[src/rtl/pll_core_pkg.sv]
package pll_core_pkg;

   // number of selectable pump current levels and the select width
   localparam int unsigned PUMP_LEVELS = 4;
   localparam int unsigned PSEL_W      = $clog2(PUMP_LEVELS);

   // select codes, ordered from weakest to strongest pump current
   typedef enum logic [PSEL_W-1:0] {
      IPUMP_25U   = 2'b00,
      IPUMP_100U  = 2'b01,
      IPUMP_500U  = 2'b10,
      IPUMP_2000U = 2'b11
   } pump_sel_e;

   // smallest divide ratio either divider will run at
   localparam int unsigned MIN_RATIO = 2;

endpackage

[src/rtl/pll_prog_div.sv]
module pll_prog_div #(
   parameter int unsigned W       = 16,
   parameter int unsigned MIN_DIV = pll_core_pkg::MIN_RATIO
) (
   input  logic         clk,
   input  logic         rst_n,
   input  logic         tick,
   input  logic [W-1:0] word,
   output logic         edge_o
);

   if (W < 2) begin : g_bad_w
      $error("pll_prog_div: W must be at least 2");
   end
   if (MIN_DIV < 2) begin : g_bad_min
      $error("pll_prog_div: MIN_DIV must be at least 2");
   end

   localparam logic [W-1:0] MIN_V = W'(MIN_DIV);

   logic [W-1:0] cnt_q;
   logic [W-1:0] per_q;
   logic [W-1:0] word_eff;
   logic         last_cnt;
   logic         terminal;
   logic         edge_q;

   // words below the minimum ratio run at the minimum ratio
   assign word_eff = (word < MIN_V) ? MIN_V : word;
   assign last_cnt = (cnt_q == per_q - 1'b1);
   assign terminal = tick && last_cnt;

   always_ff @(posedge clk or negedge rst_n) begin
      if (!rst_n) begin
         cnt_q  <= '0;
         per_q  <= MIN_V;
         edge_q <= 1'b0;
      end else begin
         edge_q <= terminal;
         if (tick) begin
            if (last_cnt) begin
               cnt_q <= '0;
               per_q <= word_eff;   // new ratio only at period boundary
            end else begin
               cnt_q <= cnt_q + 1'b1;
            end
         end
      end
   end

   assign edge_o = edge_q;


   div_edge_needs_tick_chk: assert property (@(posedge clk) disable iff (!rst_n)
      edge_q |-> $past(tick));


   div_count_in_range_chk: assert property (@(posedge clk) disable iff (!rst_n)
      cnt_q < per_q);


   div_reload_at_boundary_chk: assert property (@(posedge clk) disable iff (!rst_n)
      !$stable(per_q) |-> $past(tick && cnt_q == per_q - 1'b1));


   div_ratio_floor_chk: assert property (@(posedge clk) disable iff (!rst_n)
      per_q >= MIN_V);

endmodule

[src/rtl/pll_pfd.sv]
module pll_pfd (
   input  logic clk,
   input  logic rst_n,
   input  logic ref_edge,
   input  logic fb_edge,
   output logic up_o,
   output logic dn_o
);

   logic up_q;
   logic dn_q;
   logic clr;
   logic up_d;
   logic dn_d;

   // both flops set: the comparison is over, clear together
   assign clr  = up_q && dn_q;
   // an edge landing in the clearing cycle re-arms its own flop
   assign up_d = clr ? ref_edge : (up_q || ref_edge);
   assign dn_d = clr ? fb_edge  : (dn_q || fb_edge);

   always_ff @(posedge clk or negedge rst_n) begin
      if (!rst_n) begin
         up_q <= 1'b0;
         dn_q <= 1'b0;
      end else begin
         up_q <= up_d;
         dn_q <= dn_d;
      end
   end

   assign up_o = up_q;
   assign dn_o = dn_q;


   pfd_ref_sets_up_chk: assert property (@(posedge clk) disable iff (!rst_n)
      ref_edge |=> up_q);


   pfd_fb_sets_dn_chk: assert property (@(posedge clk) disable iff (!rst_n)
      fb_edge |=> dn_q);


   pfd_up_hold_chk: assert property (@(posedge clk) disable iff (!rst_n)
      (up_q && !dn_q) |=> up_q);

endmodule

[src/rtl/pll_lock_det.sv]
module pll_lock_det #(
   parameter int unsigned THR = 4,
   parameter int unsigned CNT = 16
) (
   input  logic clk,
   input  logic rst_n,
   input  logic up_i,
   input  logic dn_i,
   output logic locked_o
);

   if (THR < 1) begin : g_bad_thr
      $error("pll_lock_det: THR must be at least 1");
   end
   if (CNT < 1) begin : g_bad_cnt
      $error("pll_lock_det: CNT must be at least 1");
   end

   localparam int unsigned WW = $clog2(THR + 1);
   localparam int unsigned GW = $clog2(CNT + 1);
   localparam logic [WW-1:0] THR_V = WW'(THR);
   localparam logic [GW-1:0] CNT_V = GW'(CNT);

   logic [WW-1:0] wid_q;
   logic [GW-1:0] good_q;
   logic          done;
   logic          one_side;
   logic          narrow;

   assign done     = up_i && dn_i;
   assign one_side = up_i ^ dn_i;
   assign narrow   = (wid_q < THR_V);

   always_ff @(posedge clk or negedge rst_n) begin
      if (!rst_n) begin
         wid_q  <= '0;
         good_q <= '0;
      end else if (done) begin
         wid_q <= '0;
         if (!narrow) begin
            good_q <= '0;
         end else if (good_q != CNT_V) begin
            good_q <= good_q + 1'b1;
         end
      end else if (one_side && (wid_q != THR_V)) begin
         wid_q <= wid_q + 1'b1;   // saturates at the threshold
      end
   end

   assign locked_o = (good_q == CNT_V);


   lock_rise_at_compare_chk: assert property (@(posedge clk) disable iff (!rst_n)
      $rose(locked_o) |-> $past(up_i && dn_i));


   lock_drop_on_wide_chk: assert property (@(posedge clk) disable iff (!rst_n)
      (done && !narrow) |=> !locked_o);

endmodule

[src/rtl/pll_div_pfd_core.sv]
module pll_div_pfd_core #(
   parameter int unsigned DIV_W    = 16,
   parameter int unsigned LOCK_THR = 4,
   parameter int unsigned LOCK_CNT = 16,
   parameter bit          HAS_LOCK = 1'b1
) (
   input  logic                                   clk,
   input  logic                                   rst_n,
   input  logic                                   ref_tick,
   input  logic                                   fm_tick,
   input  logic                                   am_tick,
   input  logic                                   band_am,
   input  logic [DIV_W-1:0]                       ref_div,
   input  logic [DIV_W-1:0]                       fb_div,
   input  logic [pll_core_pkg::PSEL_W-1:0]        pump_sel,
   output logic                                   pump_up,
   output logic                                   pump_dn,
   output logic [pll_core_pkg::PUMP_LEVELS-1:0]   pump_cur,
   output logic                                   locked
);

   import pll_core_pkg::*;

   if (DIV_W < 2) begin : g_bad_divw
      $error("pll_div_pfd_core: DIV_W must be at least 2");
   end

   logic                   fb_tick;
   logic                   ref_edge;
   logic                   fb_edge;
   logic [PUMP_LEVELS-1:0] lvl_hit;
   logic [PUMP_LEVELS-1:0] cur_q;

   // feedback routing by band
   assign fb_tick = band_am ? am_tick : fm_tick;

   pll_prog_div #(.W(DIV_W), .MIN_DIV(MIN_RATIO)) u_ref_div (
      .clk    (clk),
      .rst_n  (rst_n),
      .tick   (ref_tick),
      .word   (ref_div),
      .edge_o (ref_edge)
   );

   pll_prog_div #(.W(DIV_W), .MIN_DIV(MIN_RATIO)) u_fb_div (
      .clk    (clk),
      .rst_n  (rst_n),
      .tick   (fb_tick),
      .word   (fb_div),
      .edge_o (fb_edge)
   );

   pll_pfd u_pfd (
      .clk      (clk),
      .rst_n    (rst_n),
      .ref_edge (ref_edge),
      .fb_edge  (fb_edge),
      .up_o     (pump_up),
      .dn_o     (pump_dn)
   );

   if (HAS_LOCK) begin : g_lock
      pll_lock_det #(.THR(LOCK_THR), .CNT(LOCK_CNT)) u_lock (
         .clk      (clk),
         .rst_n    (rst_n),
         .up_i     (pump_up),
         .dn_i     (pump_dn),
         .locked_o (locked)
      );
   end else begin : g_no_lock
      assign locked = 1'b0;
   end

   // pump current select decoded to one line per level
   for (genvar lv = 0; lv < PUMP_LEVELS; lv++) begin : g_lvl
      assign lvl_hit[lv] = (pump_sel == PSEL_W'(lv));
   end

   always_ff @(posedge clk or negedge rst_n) begin
      if (!rst_n) begin
         cur_q <= PUMP_LEVELS'(1);
      end else begin
         cur_q <= lvl_hit;
      end
   end

   assign pump_cur = cur_q;


   cur_onehot_chk: assert property (@(posedge clk) disable iff (!rst_n)
      $countones(pump_cur) == 1);


   pfd_clear_no_repeat_chk: assert property (@(posedge clk) disable iff (!rst_n)
      (pump_up && pump_dn) |=> !(pump_up && pump_dn));


   fb_edge_source_chk: assert property (@(posedge clk) disable iff (!rst_n)
      fb_edge |-> $past(band_am ? am_tick : fm_tick));

endmodule

[config.mk]
export PLATFORM = sky130hd
export DESIGN_NAME = pll_div_pfd_core
export DESIGN_NICKNAME = d
export VERILOG_FILES = /design/src/rtl/pll_core_pkg.sv /design/src/rtl/pll_prog_div.sv /design/src/rtl/pll_pfd.sv /design/src/rtl/pll_lock_det.sv /design/src/rtl/pll_div_pfd_core.sv
export SDC_FILE = /design/constraint.sdc
export NUM_CORES = 1
export LEC_CHECK = 0
export BUFFER_PORTS_ARGS = -buffer_cell sky130_fd_sc_hd__buf_4
export CELL_PAD_IN_SITES_DETAIL_PLACEMENT = 2
export CELL_PAD_IN_SITES_GLOBAL_PLACEMENT = 2
export CORE_MARGIN = 2
export CORE_UTILIZATION = 38
export DETAILED_ROUTE_END_ITERATION = 16
export GPL_TIMING_DRIVEN = 0
export MAX_ROUTING_LAYER = met4
export PLACE_DENSITY_LB_ADDON = 0.1
export SLEW_MARGIN = 25
export SYNTH_ARGS = -nofsm -noshare
export SYNTH_HDL_FRONTEND = slang
export SYNTH_SLANG_ARGS = --single-unit
[constraint.sdc]
create_clock -name clk -period 3.4 [get_ports clk]
set_input_delay 0.34 -clock clk [delete_from_list [all_inputs] [get_ports clk]]
set_output_delay 0.34 -clock clk [all_outputs]
set_load 0.02 [all_outputs]
# [Yosys cells after proc, flatten, opt, wreduce, memory -nomap -nowiden]
# Index checks and enable logic that the tools add are counted.
[totals] latchBits=0 mem_bits_ro=0 n_memories=0 register_bits=80 elab_cells=52 mem_bits_rw=0
[op_classes] reduce_logical=11 muxes=11 shifts=0 bitwise_logic=1 magnitude_cmp=3 addsub=6 n_div=0 eq_ne=9 n_mul=0
[ops] operator="16-bit two-way mux" count=4
[ops] operator="16-bit by 1-bit adder with 16-bit output, second input constant" count=2
[ops] operator="16-bit equality test" count=2
[ops] operator="16-bit by 2-bit < comparator with 1-bit output, second input constant" count=2
[ops] operator="16-bit by 1-bit subtractor with 16-bit output, second input constant" count=2
[ops] operator="5-bit two-way mux" count=2
[ops] operator="3-bit two-way mux" count=2
[ops] operator="2-bit AND reduction" count=3
[ops] operator="5-bit by 1-bit adder with 5-bit output, second input constant" count=1
[ops] operator="5-bit equality test, second input constant" count=1
[ops] operator="5-bit != test, second input constant" count=1
[ops] operator="2-bit equality test, second input constant" count=2
[ops] operator="1-bit logical AND" count=4
[ops] operator="3-bit by 1-bit adder with 3-bit output, second input constant" count=1
[ops] operator="3-bit < comparator, second input constant" count=1
[ops] operator="1-bit two-way mux" count=3
[ops] operator="3-bit != test, second input constant" count=1
[ops] operator="2-bit by 1-bit equality test with 1-bit output, second input constant" count=1
[ops] operator="2-bit logical NOT" count=1
[ops] operator="1-bit logical OR" count=2
[ops] operator="2-bit != test, second input constant" count=1
[ops] operator="2-bit nonzero test" count=1
[ops] operator="1-bit XOR" count=1

# [Logic depth before layout (Yosys ltp)]
[logic_depth] ltp_word=4 depth_mapped=11 mapped_depth_nobuf=9

# [By module]
# A second synthesis with hierarchy kept.
[hier_totals] hier_cells=516 hier_area_um2=5037.3
[by_module_without_submodules] mod="pll_prog_div" seq_area_each_um2=827.0 cells_per_inst=228 n_inst=2 area_each_um2=2175.8
[by_module_without_submodules] mod="pll_lock_det" seq_area_each_um2=200.2 cells_per_inst=46 n_inst=1 area_each_um2=478.0
[by_module_without_submodules] mod="pll_div_pfd_core" seq_area_each_um2=101.3 cells_per_inst=9 n_inst=1 area_each_um2=138.9
[by_module_without_submodules] mod="pll_pfd" seq_area_each_um2=50.0 cells_per_inst=5 n_inst=1 area_each_um2=68.8

# [Worst setup path after synthesis]
# Ideal clock, no wire load.
[synth_path] path_kind="register to register" startpoint="register u_fb_div.per_q[0]" endpoint="register u_fb_div.per_q[10]" path_slack_ps=284 path_buffers=1 path_stages_with_launch=11 setup_ps=125 arrival_time_ps=2991 path_cell_list="dfrtp_1 inv_1 ha_1 or4b_4 nor3_4 a21oi_1 o211ai_1 or3b_4 nor3_4 buf_8 mux2_4"
[synth_via] elab_chain_len=3
[synth_lines] item="start: declaration" line_no="pll_prog_div.sv:22" source="logic [W-1:0] per_q;"
[synth_lines] item="start signal: assignment" line_no="pll_prog_div.sv:43" source="per_q <= word_eff;"
[synth_lines] item="16-bit by 1-bit subtractor with 16-bit output" line_no="pll_prog_div.sv:30" source="assign last_cnt = (cnt_q == per_q - 1'b1);"
[synth_lines] item="16-bit equality test" line_no="pll_prog_div.sv:30"
[synth_lines] item="2-bit AND reduction (no line)"
# Every way passes these cells.
# A chain may end at the register's enable or synchronous reset.

# [Final worst setup path]
[layout_path] startpoint="register u_ref_div.per_q[1]" endpoint="register u_ref_div.per_q[3]"
[layout_via] elab_chain_len=3
[layout_lines] item="start: declaration" line_no="pll_prog_div.sv:22"
[layout_lines] item="start signal: assignment" line_no="pll_prog_div.sv:43"
[layout_lines] item="16-bit by 1-bit subtractor with 16-bit output" line_no="pll_prog_div.sv:30"
[layout_lines] item="16-bit equality test" line_no="pll_prog_div.sv:30"
[layout_lines] item="2-bit AND reduction (no line)"
# Every way passes these cells.

==> flow_metrics.py <==
metrics = {
    "outcome": {
        "run_status": "finished clean",
    },
    "drt": {
        "routed_wl_mm": 13.0,
        "drc": 0,
        "dr.pass1.iters": 4,
        "antenna_left": 0,
        "vias": 3810,
        "vias_per_cell": 5.54,
        "drt_iter0_drc": 154,
        "drt-wirelength-per-cell_um": 18.9,
    },
    "cells_and_area": {
        "fin_nets": 585,
        "final_cells": 688,
        "utilization": 0.465,
        "area_delta_synth_final_pct": 19.4,
        "drive_gt1_frac": 0.220,
        "n_antenna_cell": 0,
    },
    "synth": {
        "synth.most_common_cell": "dfrtp_1",
        "async_reset_ff_frac": 1.00,
        "ys_seq_elements": 80,
        "yosysTopAreaCellShare": 0.412,
        "synth.area.top_cells": "dfrtp_1 (41%), xor2_1 (6.4%), mux2_2 (6.0%), xnor2_1 (5.1%), nor2_1 (3.9%)",
        "synth_warnings": 0,
        "yosysTopAreaCell": "dfrtp_1",
        "syn-instance-count": 472,
        "synth_enable_flop_cells": 0,
        "synth_cell_type_count": 61,
        "synthTopCellsByCount": "dfrtp_1 (77), nor2_1 (49), xor2_1 (34)",
        "dominantRegCellSynth": "dfrtp_1",
        "syn_area_um2": 4680,
        "yosysSeqAreaShare": 0.429,
        "syn_nets": 521,
        "synth.avg_cell_area_um2": 9.91,
    },
    "pwr": {
        "p_total_mw": 3.22,
        "ir_drop_uv": 264,
        "p_leak_nw": 2.47,
        "p_per_area_nw_per_um2": 578,
    },
    "grt": {
        "grtUsageTotal": 0.218,
        "grt_overflow": 0,
        "grt_first_pass_wirelength_mm": 21.7,
        "antenna_found_initial": 0,
        "first_global_vias": 4218,
        "grt_max_degree": 81,
    },
    "clock_tree": {
        "ctsHoldBuffers": 0,
        "numCtsBuffers": 9,
        "clk_pin_slew_ps": 60,
        "clock_sinks": 80,
        "clk_latency_ps": 340,
        "cts_tree": "yes",
        "cts.root.buffer_cell": "clkbuf_16",
        "cts_max_level": 3,
        "cts_buffer_depth": 2,
    },
    "run": {
        "drv_cap": 0,
    },
    "worst_setup_path": {
        "crit_end": "u_ref_div.per_q[3]",
        "end_kind": "register",
        "crit_type": "register to register",
        "cp_max_fo": 10,
        "reg2reg_to": "u_ref_div.per_q[3]",
        "required_ps": 3630,
        "startpoint": "u_ref_div.per_q[1]",
        "arrival_ps": 3470,
        "worstPathCellList": "inv_1, ha_1, xor2_1, o211ai_1, a211oi_1, nand3_1, or4_1, nor4_4, buf_4, mux2_2",
        "startpoint_type": "register",
        "reg2reg_slack_ps": 160,
        "slowest_delay_ps": 610,
        "cpMaxStageDelayCell": "or4_1",
        "reg2reg_depth": 10,
        "r2r_start": "u_ref_div.per_q[1]",
    },
    "die": {
        "die_w_um": 115,
        "io_pins": 47,
        "initial_core_util": 0.389,
        "die_y_um": 115,
        "num_rows": 40,
        "coreArea_um2": 12000,
        "fp.dieArea_um2": 13200,
    },
    "sta": {
        "setup_violations": 0,
        "finalHoldViolations": 0,
        "slew_headroom": 0.421,
        "setup_ws_ps": 158,
        "tightest_slew_ps": 845,
        "fmax_ghz": 0.308,
        "fin_hold_ws_ps": 33.4,
        "min_period_ps": 3240,
        "period_share": 0.953,
        "clock_skew_ps": 4.68,
        "slew_viol_final": 0,
        "rsz0062_at_grt": "false",
    },
    "place": {
        "io_buffers": 46,
        "globalplace.congestion": 0.774,
        "pre_cts_slack_ps": -306,
        "dp_cells": 665,
        "dp.final_hpwl_mm": 9.69,
    },
    "min_path": {
        "hold_path.class": "input pin to asynchronous set/reset pin",
    },
}
state kept, by name, summed over array words and instances, names as in the netlist:
| register | count |
|---|---|
| u_ref_div.edge_o | 1 |
| u_pfd.dn_o | 1 |
| pump_cur | 4 |
| g_lock.u_lock.wid_q | 3 |
| g_lock.u_lock.good_q | 5 |
| u_ref_div.cnt_q | 16 |
| u_pfd.up_o | 1 |
| u_ref_div.per_q | 16 |
| u_fb_div.edge_o | 1 |
| u_fb_div.per_q | 16 |
| u_fb_div.cnt_q | 16 |
power by group:
| group | internal [mW] | switching, mW |
|---|---|---|
| Combinational | 0.445 | 0.507 |
| Clock | 0.515 | 0.396 |
| Sequential | 1.13 | 0.237 |
cell usage in the layout (no fill, tap or decap), types with 4 or more instances in the layout:
cell       count
a21oi_1        7
nor2b_1        8
and3_1         8
dfrtp_1       77
xor2_1        34
nand4_1        9
nand2b_1       6
or3_1          7
nor2_1        49
clkbuf_16      9
inv_1         14
mux2i_1        9
nor4_1        12
nand3_1       16
mux2_2        25
clkbuf_1      10
o21ai_0       20
a31oi_1        8
or4_1          4
nand2_1       32
xnor2_1       27
nor3_1        18
ha_1           8
buf_4         52
mux2_4         5
repair_timing:
action / 4_1_cts / 5_1_grt
setup buffers: 5 / 2
setup endpoints to repair: 30 / 50
pin swaps: 2 / 1
resized for setup: 1 / 6
cells by family after synthesis:
| group | count (synthesis) | synth area share |
|---|---|---|
| and+or+nand+nor | 195 | 0.226 |
| adders and majority gates | 9 | 0.0241 |
| buffers and inverters | 28 | 0.0289 |
| muxes | 39 | 0.0955 |
| DFF | 80 | 0.429 |
| AOI/OAI and AO/OA | 60 | 0.0827 |
| xor gates and xnor gates | 61 | 0.114 |
layer usage:
metal  up-vias  part of all wire  track usage
met2        38              0.49        0.350
li1       1814                 -            -
met3        13             0.017       0.0290
met4         0             0.012       0.0739
met1      1945              0.48        0.285
met5         -                 0            -
through the flow:
stage | setup TNS (ps) | area [µm²]
final | 0 | 5580
after global routing | 0 | 5580
after CTS | 0 | 5530
after floorplan | 0 | 4680
after detailed placement | -5380 | 5200
after global placement | -1700 | 5200
worst max-delay path, delay by kind of cell, from the launching register on:
kind / cells / cell delay (ps)
AO/OA/AOI/OAI: 2 / 390
buffers and inverters: 2 / 330
multiplexers: 1 / 350
XOR/XNOR: 1 / 160
flip-flops: 1 / 540
adder cells (fa/ha/maj): 1 / 280
AND/OR/NAND/NOR: 3 / 1070
final cells by class:
| type | instances | area [µm²] |
|---|---|---|
| tap | 147 | 184 |
| clock buffer | 13 | 250 |
| multi-input combinational | 364 | 2570 |
| clock inverter | 3 | 18.8 |
| inverter | 14 | 52.6 |
| buffer | 14 | 88.8 |
| fill | 1285 | 6430 |
| sequential | 80 | 2010 |
| timing repair buffer | 53 | 414 |
worst min path at each step:
stage                                 from                 endpoint  slack (ps)  cells past startpoint
after floorplan                      rst_n  g_lock.u_lock.good_q[0]          40                      0
after global placement    u_ref_div.edge_o               u_pfd.up_o         430                      1
after detailed placement  u_ref_div.edge_o               u_pfd.up_o         420                      1
after CTS                      pump_sel[0]              pump_cur[0]         120                      2
after global routing                 rst_n   g_lock.u_lock.wid_q[0]          90                      1
final                                rst_n  g_lock.u_lock.good_q[3]          30                      1
No activity file was read; power rests on OpenSTA's default activity.
